==> src/rtl/keystream_gen80.sv <==
module keystream_gen80 #(
  parameter int INIT_CLOCKS = 160
) (
  input  logic        clk,
  input  logic        rst_n,
  input  logic        en,
  input  logic        load,
  input  logic [79:0] key,
  input  logic [63:0] iv,
  output logic        ks_bit,
  output logic        ks_valid
);
  localparam int CW = $clog2(INIT_CLOCKS + 1);

  typedef enum logic [1:0] {PH_IDLE, PH_INIT, PH_RUN} phase_t;

  logic [79:0] s, b;
  logic [CW-1:0] cnt;
  phase_t phase;
  logic lin_fb, nl_fb, filt, z, fold;

  assign lin_fb = s[62] ^ s[51] ^ s[38] ^ s[23] ^ s[13] ^ s[0];

  assign nl_fb = s[0] ^ b[0] ^ b[62] ^ b[60] ^ b[52] ^ b[45] ^ b[37] ^ b[33]
               ^ b[28] ^ b[21] ^ b[14] ^ b[9]
               ^ (b[63] & b[60]) ^ (b[37] & b[33]) ^ (b[15] & b[9])
               ^ (b[60] & b[52] & b[45]) ^ (b[33] & b[28] & b[21])
               ^ (b[63] & b[45] & b[28] & b[9])
               ^ (b[60] & b[52] & b[37] & b[33])
               ^ (b[63] & b[60] & b[21] & b[15])
               ^ (b[63] & b[60] & b[52] & b[45] & b[37])
               ^ (b[33] & b[28] & b[21] & b[15] & b[9])
               ^ (b[52] & b[45] & b[37] & b[33] & b[28] & b[21]);

  assign filt = s[25] ^ b[63] ^ (s[3] & s[4]) ^ (s[46] & s[4]) ^ (s[4] & b[63])
              ^ (s[3] & s[25] & s[46]) ^ (s[3] & s[46] & s[4])
              ^ (s[3] & s[46] & b[63]) ^ (s[25] & s[46] & b[63])
              ^ (s[46] & s[4] & b[63]);

  assign z = filt ^ b[1] ^ b[2] ^ b[4] ^ b[10] ^ b[31] ^ b[43] ^ b[56];

  assign fold = (phase == PH_INIT) & z;

  always_ff @(posedge clk) begin
    if (!rst_n) begin
      s        <= '0;
      b        <= '0;
      cnt      <= '0;
      phase    <= PH_IDLE;
      ks_bit   <= 1'b0;
      ks_valid <= 1'b0;
    end else if (load) begin
      b        <= key;
      s        <= {16'hFFFF, iv};
      cnt      <= CW'(INIT_CLOCKS);
      phase    <= PH_INIT;
      ks_valid <= 1'b0;
    end else begin
      ks_valid <= 1'b0;
      if (en && phase != PH_IDLE) begin
        s <= {lin_fb ^ fold, s[79:1]};
        b <= {nl_fb ^ fold, b[79:1]};
        if (phase == PH_INIT) begin
          cnt <= cnt - 1'b1;
          if (cnt == CW'(1)) phase <= PH_RUN;
        end else begin
          ks_bit   <= z;
          ks_valid <= 1'b1;
        end
      end
    end
  end


  reset_clears_chk: assert property (@(posedge clk) !rst_n |=> (!ks_valid && !ks_bit));


  load_seeds_chk: assert property (@(posedge clk) disable iff (!rst_n)
    load |=> (b == $past(key)) && (s[63:0] == $past(iv)) && (s[79:64] == 16'hFFFF)
             && (phase == PH_INIT) && (cnt == CW'(INIT_CLOCKS)));


  init_quiet_chk: assert property (@(posedge clk) disable iff (!rst_n)
    (phase != PH_RUN) |=> !ks_valid);


  lin_shift_chk: assert property (@(posedge clk) disable iff (!rst_n)
    (en && !load && phase != PH_IDLE) |=> (s[78:0] == $past(s[79:1])));


  nl_shift_chk: assert property (@(posedge clk) disable iff (!rst_n)
    (en && !load && phase != PH_IDLE) |=> (b[78:0] == $past(b[79:1])));


  valid_after_en_chk: assert property (@(posedge clk) disable iff (!rst_n)
    ks_valid |-> ($past(en) && !$past(load)));


  pause_holds_chk: assert property (@(posedge clk) disable iff (!rst_n)
    (!en && !load) |=> ($stable(s) && $stable(b) && $stable(cnt) && !ks_valid));
endmodule

==> config.mk <==
export PLATFORM = sky130hd
export DESIGN_NAME = keystream_gen80
export DESIGN_NICKNAME = d
export VERILOG_FILES = /design/src/rtl/keystream_gen80.sv
export SDC_FILE = /design/constraint.sdc
export NUM_CORES = 1
export LEC_CHECK = 0
export CAP_MARGIN = 10
export CORE_UTILIZATION = 57
export CTS_CLUSTER_DIAMETER = 60
export DETAILED_ROUTE_END_ITERATION = 8
export PLACE_DENSITY = 0.82
export SYNTH_ARGS = -nofsm -noshare
export SYNTH_HDL_FRONTEND = slang
export SYNTH_SLANG_ARGS = --single-unit
==> constraint.sdc <==
create_clock -name clk -period 5.52 [get_ports clk]
set_clock_uncertainty 0.1 [all_clocks]
set_input_delay 0.828 -clock clk [delete_from_list [all_inputs] [get_ports clk]]
set_output_delay 0.828 -clock clk [all_outputs]
set_load 0.005 [all_outputs]
==> results of run 1 <==
cell usage in the layout (no fill, tap or decap), types with 8 or more instances in the layout:
cell type                         netlist  routed
sky130_fd_sc_hd__xnor2_1               30      30
sky130_fd_sc_hd__dfxtp_1              172     172
sky130_fd_sc_hd__nand3_1               11      11
sky130_fd_sc_hd__clkdlybuf4s50_1        0     147
sky130_fd_sc_hd__o21a_1                18      18
sky130_fd_sc_hd__a21oi_1                8       8
sky130_fd_sc_hd__nor2_1                11      11
sky130_fd_sc_hd__clkbuf_16              0      17
sky130_fd_sc_hd__nand2_1              152     152
sky130_fd_sc_hd__and2_1               145     145
sky130_fd_sc_hd__mux2i_1              145     145
sky130_fd_sc_hd__o21ai_0              144     144
sky130_fd_sc_hd__mux2_2                15      15
layout make-up:
| class | count | area share [%] |
|---|---|---|
| clock inverter | 13 | 1.34 |
| inverter | 3 | 0.108 |
| clock buffer | 19 | 4.33 |
| multi-input combinational | 714 | 44.4 |
| tap | 184 | 2.20 |
| timing repair buffer | 153 | 14.7 |
| sequential | 172 | 32.9 |
cell families after synthesis:
family	count (synthesis)	share of synthesized area, %
XOR/XNOR	38	4.19
multiplexers	160	19.2
adder cells (fa/ha/maj)	2	0.296
AND/OR/NAND/NOR	335	19.9
AO/OA/AOI/OAI	179	11.3
flip-flops	172	40.8
buffers and inverters	80	4.40
final timing paths:
path / start / end / cells past startpoint
min: cnt[2]$_SDFFE_PP0P_ / cnt[2]$_SDFFE_PP0P_ / 2
max reg2reg: b[45]$_SDFFE_PN0P_ / b[79]$_SDFFE_PN0P_ / 9
min reg2reg: cnt[2]$_SDFFE_PP0P_ / cnt[2]$_SDFFE_PP0P_ / 2
max: en / s[53]$_SDFFE_PN0P_ / 6
layer usage:
layer / vias to the layer above / GRT usage, % / share of wire [%]
li1: 3426 / - / -
met1: 2878 / 28.6 / 48
met2: 105 / 36.0 / 46
met3: 11 / 6.23 / 4.5
met4: 0 / 5.87 / 0.85
met5: - / 0 / 0
registers in the layout (all words and copies together), names as in the netlist:
register / count
phase: 2
ks_bit: 1
s: 80
b: 80
ks_valid: 1
cnt: 8
per-stage QoR:
step	setup WS, ns	power, µW	hold slack (ns)	utilization [%]
4_1_cts	2.89	3030	0.367	72.2
3_5_place_dp	2.45	1840	0.358	68.1
2_1_floorplan	3.21	1680	0.337	-
6_report	2.80	3010	0.367	72.2
3_3_place_gp	2.47	1830	0.345	68.1
5_1_grt	2.75	3140	0.377	72.2
worst min-delay path, cell delays in order (launching register included):
cell                      delay (ns)
sky130_fd_sc_hd__dfxtp_1        0.31
sky130_fd_sc_hd__nand2_1        0.06
sky130_fd_sc_hd__a21oi_1        0.05
power by group:
| group | leakage (µW) | total (µW) | switching [µW] | internal [µW] |
|---|---|---|---|---|
| Combinational | 0.00306 | 452 | 189 | 263 |
| Clock | 0.000282 | 1190 | 502 | 693 |
| Sequential | 0.00142 | 1370 | 50.1 | 1320 |
==> metrics.txt, run 1 <==
# TYPE chip_impl_metric gauge
chip_impl_info{name="netlist_top_cells_count",value="172 x sky130_fd_sc_hd__dfxtp_1, 152 x sky130_fd_sc_hd__nand2_1, 145 x sky130_fd_sc_hd__and2_1, 145 x sky130_fd_sc_hd__mux2i_1, 144 x sky130_fd_sc_hd__o21ai_0"} 1
chip_impl_metric{name="num-nets-final",unit=""} 1211
chip_impl_metric{name="final_layout_size_suffix_gt1_share",unit="%"} 5.40
chip_impl_metric{name="synth_seq_cells",unit=""} 172
chip_impl_metric{name="ys_types",unit=""} 40
chip_impl_metric{name="postPlaceCellArea",unit="µm²"} 9870
chip_impl_metric{name="clock_tree.buffer_depth",unit=""} 2
chip_impl_metric{name="power.ir.vdd_worst",unit="µV"} 233
chip_impl_metric{name="proportion_of_netlist_area_held_by_the_largest_area_contributor",unit="%"} 40.8
chip_impl_metric{name="netlist_area",unit="µm²"} 8450
chip_impl_metric{name="routed_wl",unit="mm"} 16.6
chip_impl_info{name="critical-path-slowest-cell",value="sky130_fd_sc_hd__buf_12"} 1
chip_impl_metric{name="dp_cells",unit=""} 1226
chip_impl_metric{name="required",unit="ns"} 5.74
chip_impl_metric{name="yosysWarnings",unit=""} 0
chip_impl_metric{name="final_critical_period",unit="ns"} 2.72
chip_impl_info{name="worstPathCellList",value="clkdlybuf4s50_1, o21ai_4, buf_12, mux2i_1, o21ai_0, and2_1"} 1
chip_impl_metric{name="clk_latency",unit="ns"} 0.43
chip_impl_metric{name="timing.critical_path.arrival",unit="ns"} 2.94
chip_impl_metric{name="layout-area-overhead-vs-synth",unit="%"} 23.8
chip_impl_metric{name="via_per_inst",unit=""} 5.10
chip_impl_metric{name="clkSinkCount",unit=""} 172
chip_impl_metric{name="wl_per_cell",unit="µm"} 13.2
chip_impl_metric{name="synthesis.area_per_instance",unit="µm²"} 8.75
chip_impl_metric{name="post_cts_resized",unit=""} 0
chip_impl_metric{name="max_slew_margin",unit="%"} 19.6
chip_impl_info{name="worst_path_dominant_cell_family",value="buffers and inverters"} 1
chip_impl_metric{name="die_area",unit="µm²"} 15300
chip_impl_metric{name="fp-row-count",unit=""} 44
chip_impl_metric{name="die_w",unit="µm"} 124
chip_impl_info{name="cts_tree",value="built"} 1
chip_impl_metric{name="insertedDiodeCount",unit=""} 0
chip_impl_metric{name="grt_overflow",unit=""} 0
chip_impl_metric{name="cts.reportedPaths.clkPinSlew",unit="ns"} 0.06
chip_impl_metric{name="floorplan.core_area",unit="µm²"} 14500
chip_impl_metric{name="io_pins",unit=""} 150
chip_impl_metric{name="final_cells",unit=""} 1258
chip_impl_metric{name="die_y",unit="µm"} 124
chip_impl_info{name="setup.worst_path.start_class",value="input port"} 1
chip_impl_info{name="synth_top_flop_cell",value="sky130_fd_sc_hd__dfxtp_1"} 1
chip_impl_metric{name="synth-async-reset-ratio",unit="%"} 0
chip_impl_metric{name="drt_iter0_markers",unit=""} 430
chip_impl_info{name="end_kind",value="flip-flop"} 1
chip_impl_metric{name="register_area",unit="µm²"} 3440
chip_impl_metric{name="dp.final_hpwl",unit="mm"} 10.4
chip_impl_metric{name="netlist_instances",unit=""} 966
chip_impl_metric{name="rrSetupSlack",unit="ns"} 3.19
chip_impl_metric{name="initial_core_utilization",unit="%"} 58.4
chip_impl_metric{name="fillCellCount",unit=""} 1108
chip_impl_metric{name="grt_use_total",unit="%"} 22.1
chip_impl_info{name="timing_worst_setup_path_type",value="in2reg"} 1
chip_impl_metric{name="grt_pass1_vias",unit=""} 5912
chip_impl_info{name="clock_tree.root_cell",value="sky130_fd_sc_hd__clkbuf_16"} 1
chip_impl_metric{name="max_cap_violations",unit=""} 0
chip_impl_metric{name="number_of_flops_mapped_to_enable_cells_by_yosys",unit=""} 0
chip_impl_info{name="synth_area_leaders",value="sky130_fd_sc_hd__dfxtp_1 41%, sky130_fd_sc_hd__mux2i_1 17%, sky130_fd_sc_hd__and2_1 11%"} 1
chip_impl_metric{name="postRouteAntennaNets",unit=""} 0
chip_impl_metric{name="power.static_leakage",unit="µW"} 0.00477
chip_impl_info{name="synth_top_area_cell",value="sky130_fd_sc_hd__dfxtp_1"} 1
chip_impl_metric{name="via_count",unit=""} 6420
chip_impl_metric{name="wire_length_of_the_first_global_routing_pass",unit="mm"} 26.6
chip_impl_metric{name="timing.final.crit_share",unit="%"} 49.3
chip_impl_metric{name="antenna_found_initial",unit=""} 0
chip_impl_metric{name="multi_input_area",unit="µm²"} 4650
chip_impl_metric{name="io_buffer_count",unit=""} 149
chip_impl_metric{name="drc",unit=""} 0
chip_impl_metric{name="cts-buffers-inserted",unit=""} 17
chip_impl_metric{name="final_design_area_no_fill",unit="µm²"} 10500
chip_impl_metric{name="first_pass_detailed_route_iteration_total",unit=""} 5
chip_impl_metric{name="post_cts_buffers",unit=""} 0
chip_impl_metric{name="grt_max_degree",unit=""} 162
chip_impl_metric{name="ctsHtreeMaxLevel",unit=""} 4
chip_impl_metric{name="final_setup_fails",unit=""} 0
chip_impl_metric{name="report.final.slew_viol_count",unit=""} 0
chip_impl_info{name="synthMostInstantiatedCell",value="sky130_fd_sc_hd__dfxtp_1"} 1
chip_impl_metric{name="mappedNetlistNets",unit=""} 1116
chip_impl_metric{name="power_density",unit="nW/µm²"} 288
chip_impl_info{name="rsz_0062_raised_after_global_routing",value="no"} 1
chip_impl_metric{name="cts.hold.buffers_added",unit=""} 0
chip_impl_info{name="hold_class",value="reg2reg"} 1
chip_impl_metric{name="portion_of_the_post_synthesis_area_used_by_sequential_elements",unit="%"} 40.8
chip_impl_metric{name="fmax",unit="MHz"} 367
chip_impl_metric{name="setup_total_negative_slack",unit="ns"} 0
chip_impl_metric{name="hold_viol",unit=""} 0
chip_impl_metric{name="max_stage_delay",unit="ns"} 0.60
chip_impl_metric{name="gp_congestion",unit=""} 0.784
chip_impl_metric{name="max_slew.worst_pin.slew",unit="ns"} 1.21
chip_impl_info{name="outcome",value="finished, final reports clean"} 1
chip_impl_metric{name="worstPathBufferInverterCount",unit=""} 2
chip_impl_metric{name="critical_path.max_fanout",unit=""} 161
Note: power is estimated with default switching activity, not from simulation.
==> run 2, diff against run 1 <==
Settings changed: CORE_UTILIZATION 57 to 53, PLACE_DENSITY 0.82 to 0.77.
Clock period 5.52 ns to 2.6 ns, I/O delays scaled along.
==> run 2 against run 1 <==
  * Register-to-register slack worse by 2.9 ns
  * Sequential share of layout area down 0.33 points
  * Design area rose by 1.0%
  * Utilization shrank 3.5 points
  * Clock-buffer cell count did not move
  * Die area rose by 7.4%
  * First-iteration DRC count fell by 19%
  * Hold slack got worse by 0.062 ns
  * Clock power up 96%
  * Non-clock buffer count is 9 higher
  * Critical path type is now reg2reg
  * Critical endpoint is now s[79]$_SDFFE_PN0P_
==> metrics.txt, run 2 (synthesis gave the netlist of run 1 again) <==
# TYPE chip_impl_metric gauge
chip_impl_info{name="end_kind",value="flip-flop"} 1
chip_impl_info{name="setup.worst_path.start_class",value="flip-flop"} 1
chip_impl_metric{name="final_critical_period",unit="ns"} 2.29
chip_impl_metric{name="dp_slack",unit="ns"} 0.328
chip_impl_metric{name="final_setup_fails",unit=""} 0
chip_impl_metric{name="power.share.combinational",unit="%"} 15.7
chip_impl_metric{name="share_clk_of_total_power",unit="%"} 37.5
chip_impl_metric{name="post_cts_resized",unit=""} 0
chip_impl_metric{name="die_area",unit="µm²"} 16500
chip_impl_metric{name="grt_max_degree",unit=""} 108
chip_impl_metric{name="io_buffer_count",unit=""} 149
chip_impl_metric{name="report.final.slew_viol_count",unit=""} 0
chip_impl_metric{name="drt_iter0_markers",unit=""} 350
chip_impl_metric{name="clkSinkCount",unit=""} 172
chip_impl_metric{name="die_w",unit="µm"} 128
chip_impl_metric{name="final_cells",unit=""} 1294
chip_impl_metric{name="power.ir.vdd_worst",unit="µV"} 465
chip_impl_info{name="timing_worst_setup_path_type",value="reg2reg"} 1
chip_impl_metric{name="postLayoutCoreUtil",unit="%"} 68.7
chip_impl_metric{name="power_density",unit="nW/µm²"} 586
chip_impl_info{name="rsz_0062_raised_after_global_routing",value="no"} 1
chip_impl_metric{name="antenna_found_initial",unit=""} 0
chip_impl_metric{name="timing.final.crit_share",unit="%"} 88.2
chip_impl_metric{name="cts-buffers-inserted",unit=""} 17
chip_impl_info{name="final_common_cell",value="sky130_fd_sc_hd__dfxtp_1"} 1
chip_impl_metric{name="num-nets-final",unit=""} 1220
chip_impl_metric{name="dp_cells",unit=""} 1262
chip_impl_info{name="cts_tree",value="built"} 1
chip_impl_metric{name="required",unit="ns"} 2.82
chip_impl_metric{name="via_count",unit=""} 6511
chip_impl_metric{name="p_sw",unit="µW"} 1560
chip_impl_metric{name="hold_viol",unit=""} 0
chip_impl_metric{name="routed_wl",unit="mm"} 17.2
chip_impl_info{name="largestRegisters",value="b x80, s x80, cnt x8"} 1
chip_impl_metric{name="max_slew_margin",unit="%"} 59.3
chip_impl_metric{name="grt_pass1_vias",unit=""} 6063
chip_impl_info{name="final_cell_mix",value="172 x sky130_fd_sc_hd__dfxtp_1, 152 x sky130_fd_sc_hd__nand2_1, 147 x sky130_fd_sc_hd__clkdlybuf4s50_1, 145 x sky130_fd_sc_hd__mux2i_1, 145 x sky130_fd_sc_hd__and2_1"} 1
chip_impl_metric{name="first_pass_detailed_route_iteration_total",unit=""} 4
chip_impl_info{name="hold_class",value="in2reg"} 1
chip_impl_info{name="outcome",value="finished, final reports clean"} 1
chip_impl_metric{name="insertedDiodeCount",unit=""} 0
chip_impl_metric{name="postRouteAntennaNets",unit=""} 0
chip_impl_metric{name="post_cts_buffers",unit=""} 0
chip_impl_metric{name="cts.hold.buffers_added",unit=""} 0
chip_impl_metric{name="dp.final_hpwl",unit="mm"} 11.5
chip_impl_metric{name="setup_total_negative_slack",unit="ns"} 0
chip_impl_metric{name="fmax",unit="MHz"} 436
chip_impl_metric{name="floorplan.core_area",unit="µm²"} 15400
chip_impl_metric{name="critical_path.max_fanout",unit=""} 12
chip_impl_metric{name="initial_core_utilization",unit="%"} 55.0
chip_impl_metric{name="clk_latency",unit="ns"} 0.42
chip_impl_metric{name="max_slew.worst_pin.slew",unit="ns"} 0.611
chip_impl_metric{name="drc",unit=""} 0
chip_impl_metric{name="grt_overflow",unit=""} 0
chip_impl_metric{name="wl_per_cell",unit="µm"} 13.3
chip_impl_metric{name="layout-area-overhead-vs-synth",unit="%"} 25.0
chip_impl_metric{name="timing.critical_path.arrival",unit="ns"} 2.51
chip_impl_metric{name="ctsHtreeMaxLevel",unit=""} 4
chip_impl_metric{name="fp-row-count",unit=""} 45
chip_impl_metric{name="cts.reportedPaths.clkPinSlew",unit="ns"} 0.06
chip_impl_metric{name="max_cap_violations",unit=""} 0
chip_impl_metric{name="grt_use_total",unit="%"} 21.6
chip_impl_metric{name="setup_slack_after_layout",unit="ns"} 0.306
chip_impl_metric{name="clock_tree.buffer_depth",unit=""} 2
chip_impl_metric{name="io_pins",unit=""} 150
chip_impl_metric{name="sequentialPowerShare",unit="%"} 46.8
chip_impl_metric{name="power.static_leakage",unit="µW"} 0.00481
chip_impl_metric{name="die_y",unit="µm"} 128
chip_impl_info{name="clock_tree.root_cell",value="sky130_fd_sc_hd__clkbuf_16"} 1
chip_impl_metric{name="final_layout_size_suffix_gt1_share",unit="%"} 6.19
chip_impl_metric{name="via_per_inst",unit=""} 5.03
chip_impl_metric{name="gp_congestion",unit=""} 0.752
chip_impl_metric{name="wire_length_of_the_first_global_routing_pass",unit="mm"} 28.5
chip_impl_metric{name="intPower",unit="µW"} 4630
chip_impl_metric{name="power_switching_share",unit="%"} 25.2
## run 2: cell count changes in the layout (fill, tap and decap cells not counted), sizes merged
cell | before | now
buf | 5 | 14
bufinv | 2 | 0
clkinv | 4 | 7
inv | 6 | 5
## run 2: layer usage
layer  routed length (µm)  vias to the layer above  track usage [%]  part of all wire, %
li1                     -                     3435                -                    -
met1                 8420                     2946             29.1                   49
met2                 7890                      121             34.4                   46
met3                  766                        9             5.51                  4.5
met4                  127                        0             5.81                 0.74
met5                    0                        -                0                    0
## run 2: area by class of cell
| class | instances | area, µm² |
|---|---|---|
| timing repair buffer | 162 | 1650 |
| inverter | 3 | 11.3 |
| clock inverter | 13 | 93.8 |
| clock buffer | 19 | 453 |
| sequential | 172 | 3440 |
| multi-input combinational | 714 | 4650 |
| fill | 1289 | 4810 |
| tap | 211 | 264 |
## run 2: power groups by stage
stage	registers [µW]	logic [µW]	clock network (µW)
detailed placement	2960	973	0
finish	2900	970	2330
floorplan	2920	656	0
global placement	2950	956	0
CTS	2900	978	2370
global route	2920	1080	2490
## run 2: critical path, cell delays in order, from the launching register on
cell	delay (ns)
sky130_fd_sc_hd__dfxtp_1	0.61
sky130_fd_sc_hd__nor2_1	0.10
sky130_fd_sc_hd__a21oi_1	0.16
sky130_fd_sc_hd__xnor2_1	0.18
sky130_fd_sc_hd__xnor2_1	0.21
sky130_fd_sc_hd__mux2i_1	0.31
sky130_fd_sc_hd__xnor2_2	0.17
sky130_fd_sc_hd__xnor2_1	0.14
sky130_fd_sc_hd__o21ai_1	0.06
sky130_fd_sc_hd__and2_1	0.16
## run 2: worst paths after layout
| path | cells after the start | slack, ns | start | to |
|---|---|---|---|---|
| hold / removal | 2 | 0.30 | rst_n | b[35]$_SDFFE_PN0P_ |
| hold reg to reg | 2 | 0.38 | cnt[2]$_SDFFE_PP0P_ | cnt[2]$_SDFFE_PP0P_ |
| setup reg to reg | 9 | 0.31 | b[63]$_SDFFE_PN0P_ | s[79]$_SDFFE_PN0P_ |
| setup / recovery | 9 | 0.31 | b[63]$_SDFFE_PN0P_ | s[79]$_SDFFE_PN0P_ |
## run 2: through the flow
step / area [µm²] / total power (µW) / hold slack, ns
after floorplan: 8450 / 3570 / 0.337
after global placement: 10000 / 3910 / 0.364
after detailed placement: 10000 / 3930 / 0.361
after CTS: 10600 / 6250 / 0.288
after global routing: 10600 / 6490 / 0.288
final: 10600 / 6200 / 0.304
==> run 3, diff against run 2 <==
Settings changed: CORE_MARGIN from default to 3, CORE_UTILIZATION 53 to 40, PLACE_DENSITY 0.77 to 0.6.
==> run 3 against run 2 <==
  * Die area grew 39%
  * Utilization is 16 points lower
  * Power is 3.8% higher
  * Via count is 0.88% lower
  * Design area increased by 2.0%
  * Critical path type unchanged
  * Largest power group unchanged
  * Highest routed layer is now met5
==> metrics.txt, run 3 (synthesis gave the netlist of run 1 again) <==
# TYPE chip_impl_metric gauge
chip_impl_info{name="outcome",value="finished, final reports clean"} 1
chip_impl_info{name="hold_class",value="in2reg"} 1
chip_impl_metric{name="critical_path.max_fanout",unit=""} 12
chip_impl_metric{name="hold_slack",unit="ns"} 0.303
chip_impl_metric{name="num-nets-final",unit=""} 1225
chip_impl_metric{name="drt_iter0_markers",unit=""} 238
chip_impl_metric{name="required",unit="ns"} 2.82
chip_impl_info{name="largestRegisters",value="b x80, s x80, cnt x8"} 1
chip_impl_metric{name="max_slew.worst_pin.slew",unit="ns"} 0.747
chip_impl_info{name="worstReg2RegEnd",value="s[79]$_SDFFE_PN0P_"} 1
chip_impl_metric{name="cts.hold.buffers_added",unit=""} 0
chip_impl_metric{name="hold-path-cell-count",unit=""} 2
chip_impl_metric{name="timing.critical_path.arrival",unit="ns"} 2.52
chip_impl_metric{name="postRouteAntennaNets",unit=""} 0
chip_impl_metric{name="final_critical_period",unit="ns"} 2.30
chip_impl_metric{name="io_pins",unit=""} 150
chip_impl_info{name="timing_worst_setup_path_type",value="reg2reg"} 1
chip_impl_metric{name="die_y",unit="µm"} 151
chip_impl_metric{name="clkSinkCount",unit=""} 172
chip_impl_metric{name="setup_slack_after_layout",unit="ns"} 0.300
chip_impl_metric{name="grt_overflow",unit=""} 0
chip_impl_metric{name="io_buffer_count",unit=""} 149
chip_impl_info{name="regToRegStartpoint",value="b[63]$_SDFFE_PN0P_"} 1
chip_impl_metric{name="drc",unit=""} 0
chip_impl_metric{name="setup_total_negative_slack",unit="ns"} 0
chip_impl_metric{name="first_pass_detailed_route_iteration_total",unit=""} 4
chip_impl_metric{name="intPower",unit="µW"} 4810
chip_impl_metric{name="initial_core_utilization",unit="%"} 41.2
chip_impl_metric{name="via_per_inst",unit=""} 4.75
chip_impl_metric{name="postPlaceCellArea",unit="µm²"} 10200
chip_impl_info{name="critical-path-slowest-cell",value="sky130_fd_sc_hd__dfxtp_1"} 1
chip_impl_metric{name="worst-r2r-cell-count",unit=""} 9
chip_impl_metric{name="rrSetupSlack",unit="ns"} 0.30
chip_impl_metric{name="gp_congestion",unit=""} 0.717
chip_impl_info{name="final_common_cell",value="sky130_fd_sc_hd__dfxtp_1"} 1
chip_impl_metric{name="final_layout_size_suffix_gt1_share",unit="%"} 6.53
chip_impl_metric{name="max_stage_delay",unit="ns"} 0.60
chip_impl_metric{name="power.static_leakage",unit="µW"} 0.00487
chip_impl_info{name="hold_wc_startpoint",value="rst_n"} 1
chip_impl_metric{name="ctsHtreeMaxLevel",unit=""} 4
chip_impl_info{name="min_delay_worst_endpoint",value="cnt[5]$_SDFFE_PN0P_"} 1
chip_impl_metric{name="power.share.combinational",unit="%"} 15.3
chip_impl_metric{name="cts-buffers-inserted",unit=""} 17
chip_impl_metric{name="dp.final_hpwl",unit="mm"} 12.5
chip_impl_metric{name="globalRouteMet1Util",unit="%"} 21.4
chip_impl_metric{name="wl_per_cell",unit="µm"} 13.4
chip_impl_info{name="setup.worst_path.start_class",value="flip-flop"} 1
chip_impl_metric{name="met2_usage_in_global_routing",unit="%"} 25.0
chip_impl_metric{name="power_density",unit="nW/µm²"} 597
chip_impl_info{name="cts_tree",value="built"} 1
chip_impl_metric{name="fmax",unit="MHz"} 435
chip_impl_metric{name="grt_use_total",unit="%"} 16.1
chip_impl_metric{name="dp_slack",unit="ns"} 0.313
chip_impl_info{name="end_kind",value="flip-flop"} 1
chip_impl_metric{name="post_cts_buffers",unit=""} 0
chip_impl_metric{name="fp-row-count",unit=""} 52
chip_impl_info{name="clock_tree.root_cell",value="sky130_fd_sc_hd__clkbuf_16"} 1
chip_impl_metric{name="die_w",unit="µm"} 151
chip_impl_info{name="rsz_0062_raised_after_global_routing",value="no"} 1
chip_impl_metric{name="report.final.slew_viol_count",unit=""} 0
chip_impl_metric{name="p_sw",unit="µW"} 1620
chip_impl_metric{name="clock_tree.buffer_depth",unit=""} 2
chip_impl_metric{name="fillCellCount",unit=""} 1992
chip_impl_metric{name="timing.final.crit_share",unit="%"} 88.5
chip_impl_metric{name="sequentialPowerShare",unit="%"} 45.1
chip_impl_metric{name="post_cts_resized",unit=""} 0
chip_impl_metric{name="power.ir.vdd_worst",unit="µV"} 405
chip_impl_metric{name="power_switching_share",unit="%"} 25.2
chip_impl_metric{name="share_clk_of_total_power",unit="%"} 39.7
chip_impl_metric{name="hold_viol",unit=""} 0
chip_impl_info{name="grt-busiest-layer",value="met2"} 1
chip_impl_metric{name="wire_length_of_the_first_global_routing_pass",unit="mm"} 29.7
chip_impl_metric{name="routed_wl",unit="mm"} 18.2
chip_impl_metric{name="die_area",unit="µm²"} 22900
chip_impl_metric{name="grt_pass1_vias",unit=""} 6117
chip_impl_metric{name="cts.reportedPaths.clkPinSlew",unit="ns"} 0.06
chip_impl_metric{name="final_setup_fails",unit=""} 0
chip_impl_metric{name="antenna_found_initial",unit=""} 2
chip_impl_metric{name="max_slew_margin",unit="%"} 50.0
chip_impl_metric{name="final_design_area_no_fill",unit="µm²"} 10800
chip_impl_metric{name="layout-area-overhead-vs-synth",unit="%"} 27.5
chip_impl_metric{name="via_count",unit=""} 6454
chip_impl_metric{name="grt_max_degree",unit=""} 108
chip_impl_metric{name="clk_latency",unit="ns"} 0.43
chip_impl_metric{name="met3_usage",unit="%"} 5.36
chip_impl_metric{name="max_cap_violations",unit=""} 0
chip_impl_info{name="final_cell_mix",value="172 x sky130_fd_sc_hd__dfxtp_1, 152 x sky130_fd_sc_hd__nand2_1, 147 x sky130_fd_sc_hd__clkdlybuf4s50_1, 145 x sky130_fd_sc_hd__mux2i_1, 145 x sky130_fd_sc_hd__and2_1"} 1
chip_impl_info{name="worstPathCellList",value="nand4b_1, a21oi_1, nor3_2, or2b_2, mux2i_1, xnor2_2, xnor2_1, o21ai_1, and2_1"} 1
chip_impl_metric{name="finalPower",unit="µW"} 6430
chip_impl_metric{name="floorplan.core_area",unit="µm²"} 20500
run 3: how the worst max path moves through the flow:
stage | startpoint | endpoint | cells past startpoint
after detailed placement | b[63]$_SDFFE_PN0P_ | s[79]$_SDFFE_PN0P_ | 9
after global placement | en | s[70]$_SDFFE_PN0P_ | 5
after CTS | b[63]$_SDFFE_PN0P_ | s[79]$_SDFFE_PN0P_ | 9
final | b[63]$_SDFFE_PN0P_ | s[79]$_SDFFE_PN0P_ | 9
after floorplan | s[3]$_SDFFE_PN0P_ | s[79]$_SDFFE_PN0P_ | 10
after global routing | b[63]$_SDFFE_PN0P_ | s[79]$_SDFFE_PN0P_ | 9
run 3: final cells by class:
| cell class | count | area (µm²) | area share, % |
|---|---|---|---|
| multi-input cells | 714 | 4650 | 43.1 |
| flip-flops and latches | 172 | 3440 | 32.0 |
| repair buffers | 167 | 1740 | 16.2 |
| clock buffers | 18 | 429 | 3.98 |
| well taps | 270 | 338 | 3.14 |
| clock inverters | 14 | 161 | 1.50 |
| inverters | 3 | 11.3 | 0.105 |
| diodes | 1 | 2.50 | 0.0232 |
run 3: power groups by stage:
stage | clock (µW) | sequential (µW) | combinational, µW
after floorplan | 0 | 2920 | 656
after global placement | 0 | 2960 | 984
after detailed placement | 0 | 2960 | 992
after CTS | 2630 | 2900 | 997
after global routing | 2740 | 2920 | 1100
final | 2550 | 2900 | 983
run 3: worst max-delay path, delay by kind of cell, from the launching register on:
kind | cells | cell delay, ns
AOI/OAI and AO/OA | 2 | 0.27
xor gates and xnor gates | 2 | 0.31
DFF | 1 | 0.60
muxes | 1 | 0.22
and+or+nand+nor | 4 | 0.68
run 3: stage by stage:
step	cells	util (%)
final	1359	52.6
after global routing	1358	52.5
after CTS	1358	52.5
after detailed placement	1326	49.7
after global placement	1326	49.7
after floorplan	966	-
run 3: per-layer routing:
| layer | share of wire, % | wire (µm) | vias up |
|---|---|---|---|
| li1 | - | - | 3455 |
| met1 | 48 | 8710 | 2879 |
| met2 | 46 | 8290 | 101 |
| met3 | 5.5 | 998 | 17 |
| met4 | 1.2 | 213 | 2 |
| met5 | 0.071 | 13 | - |
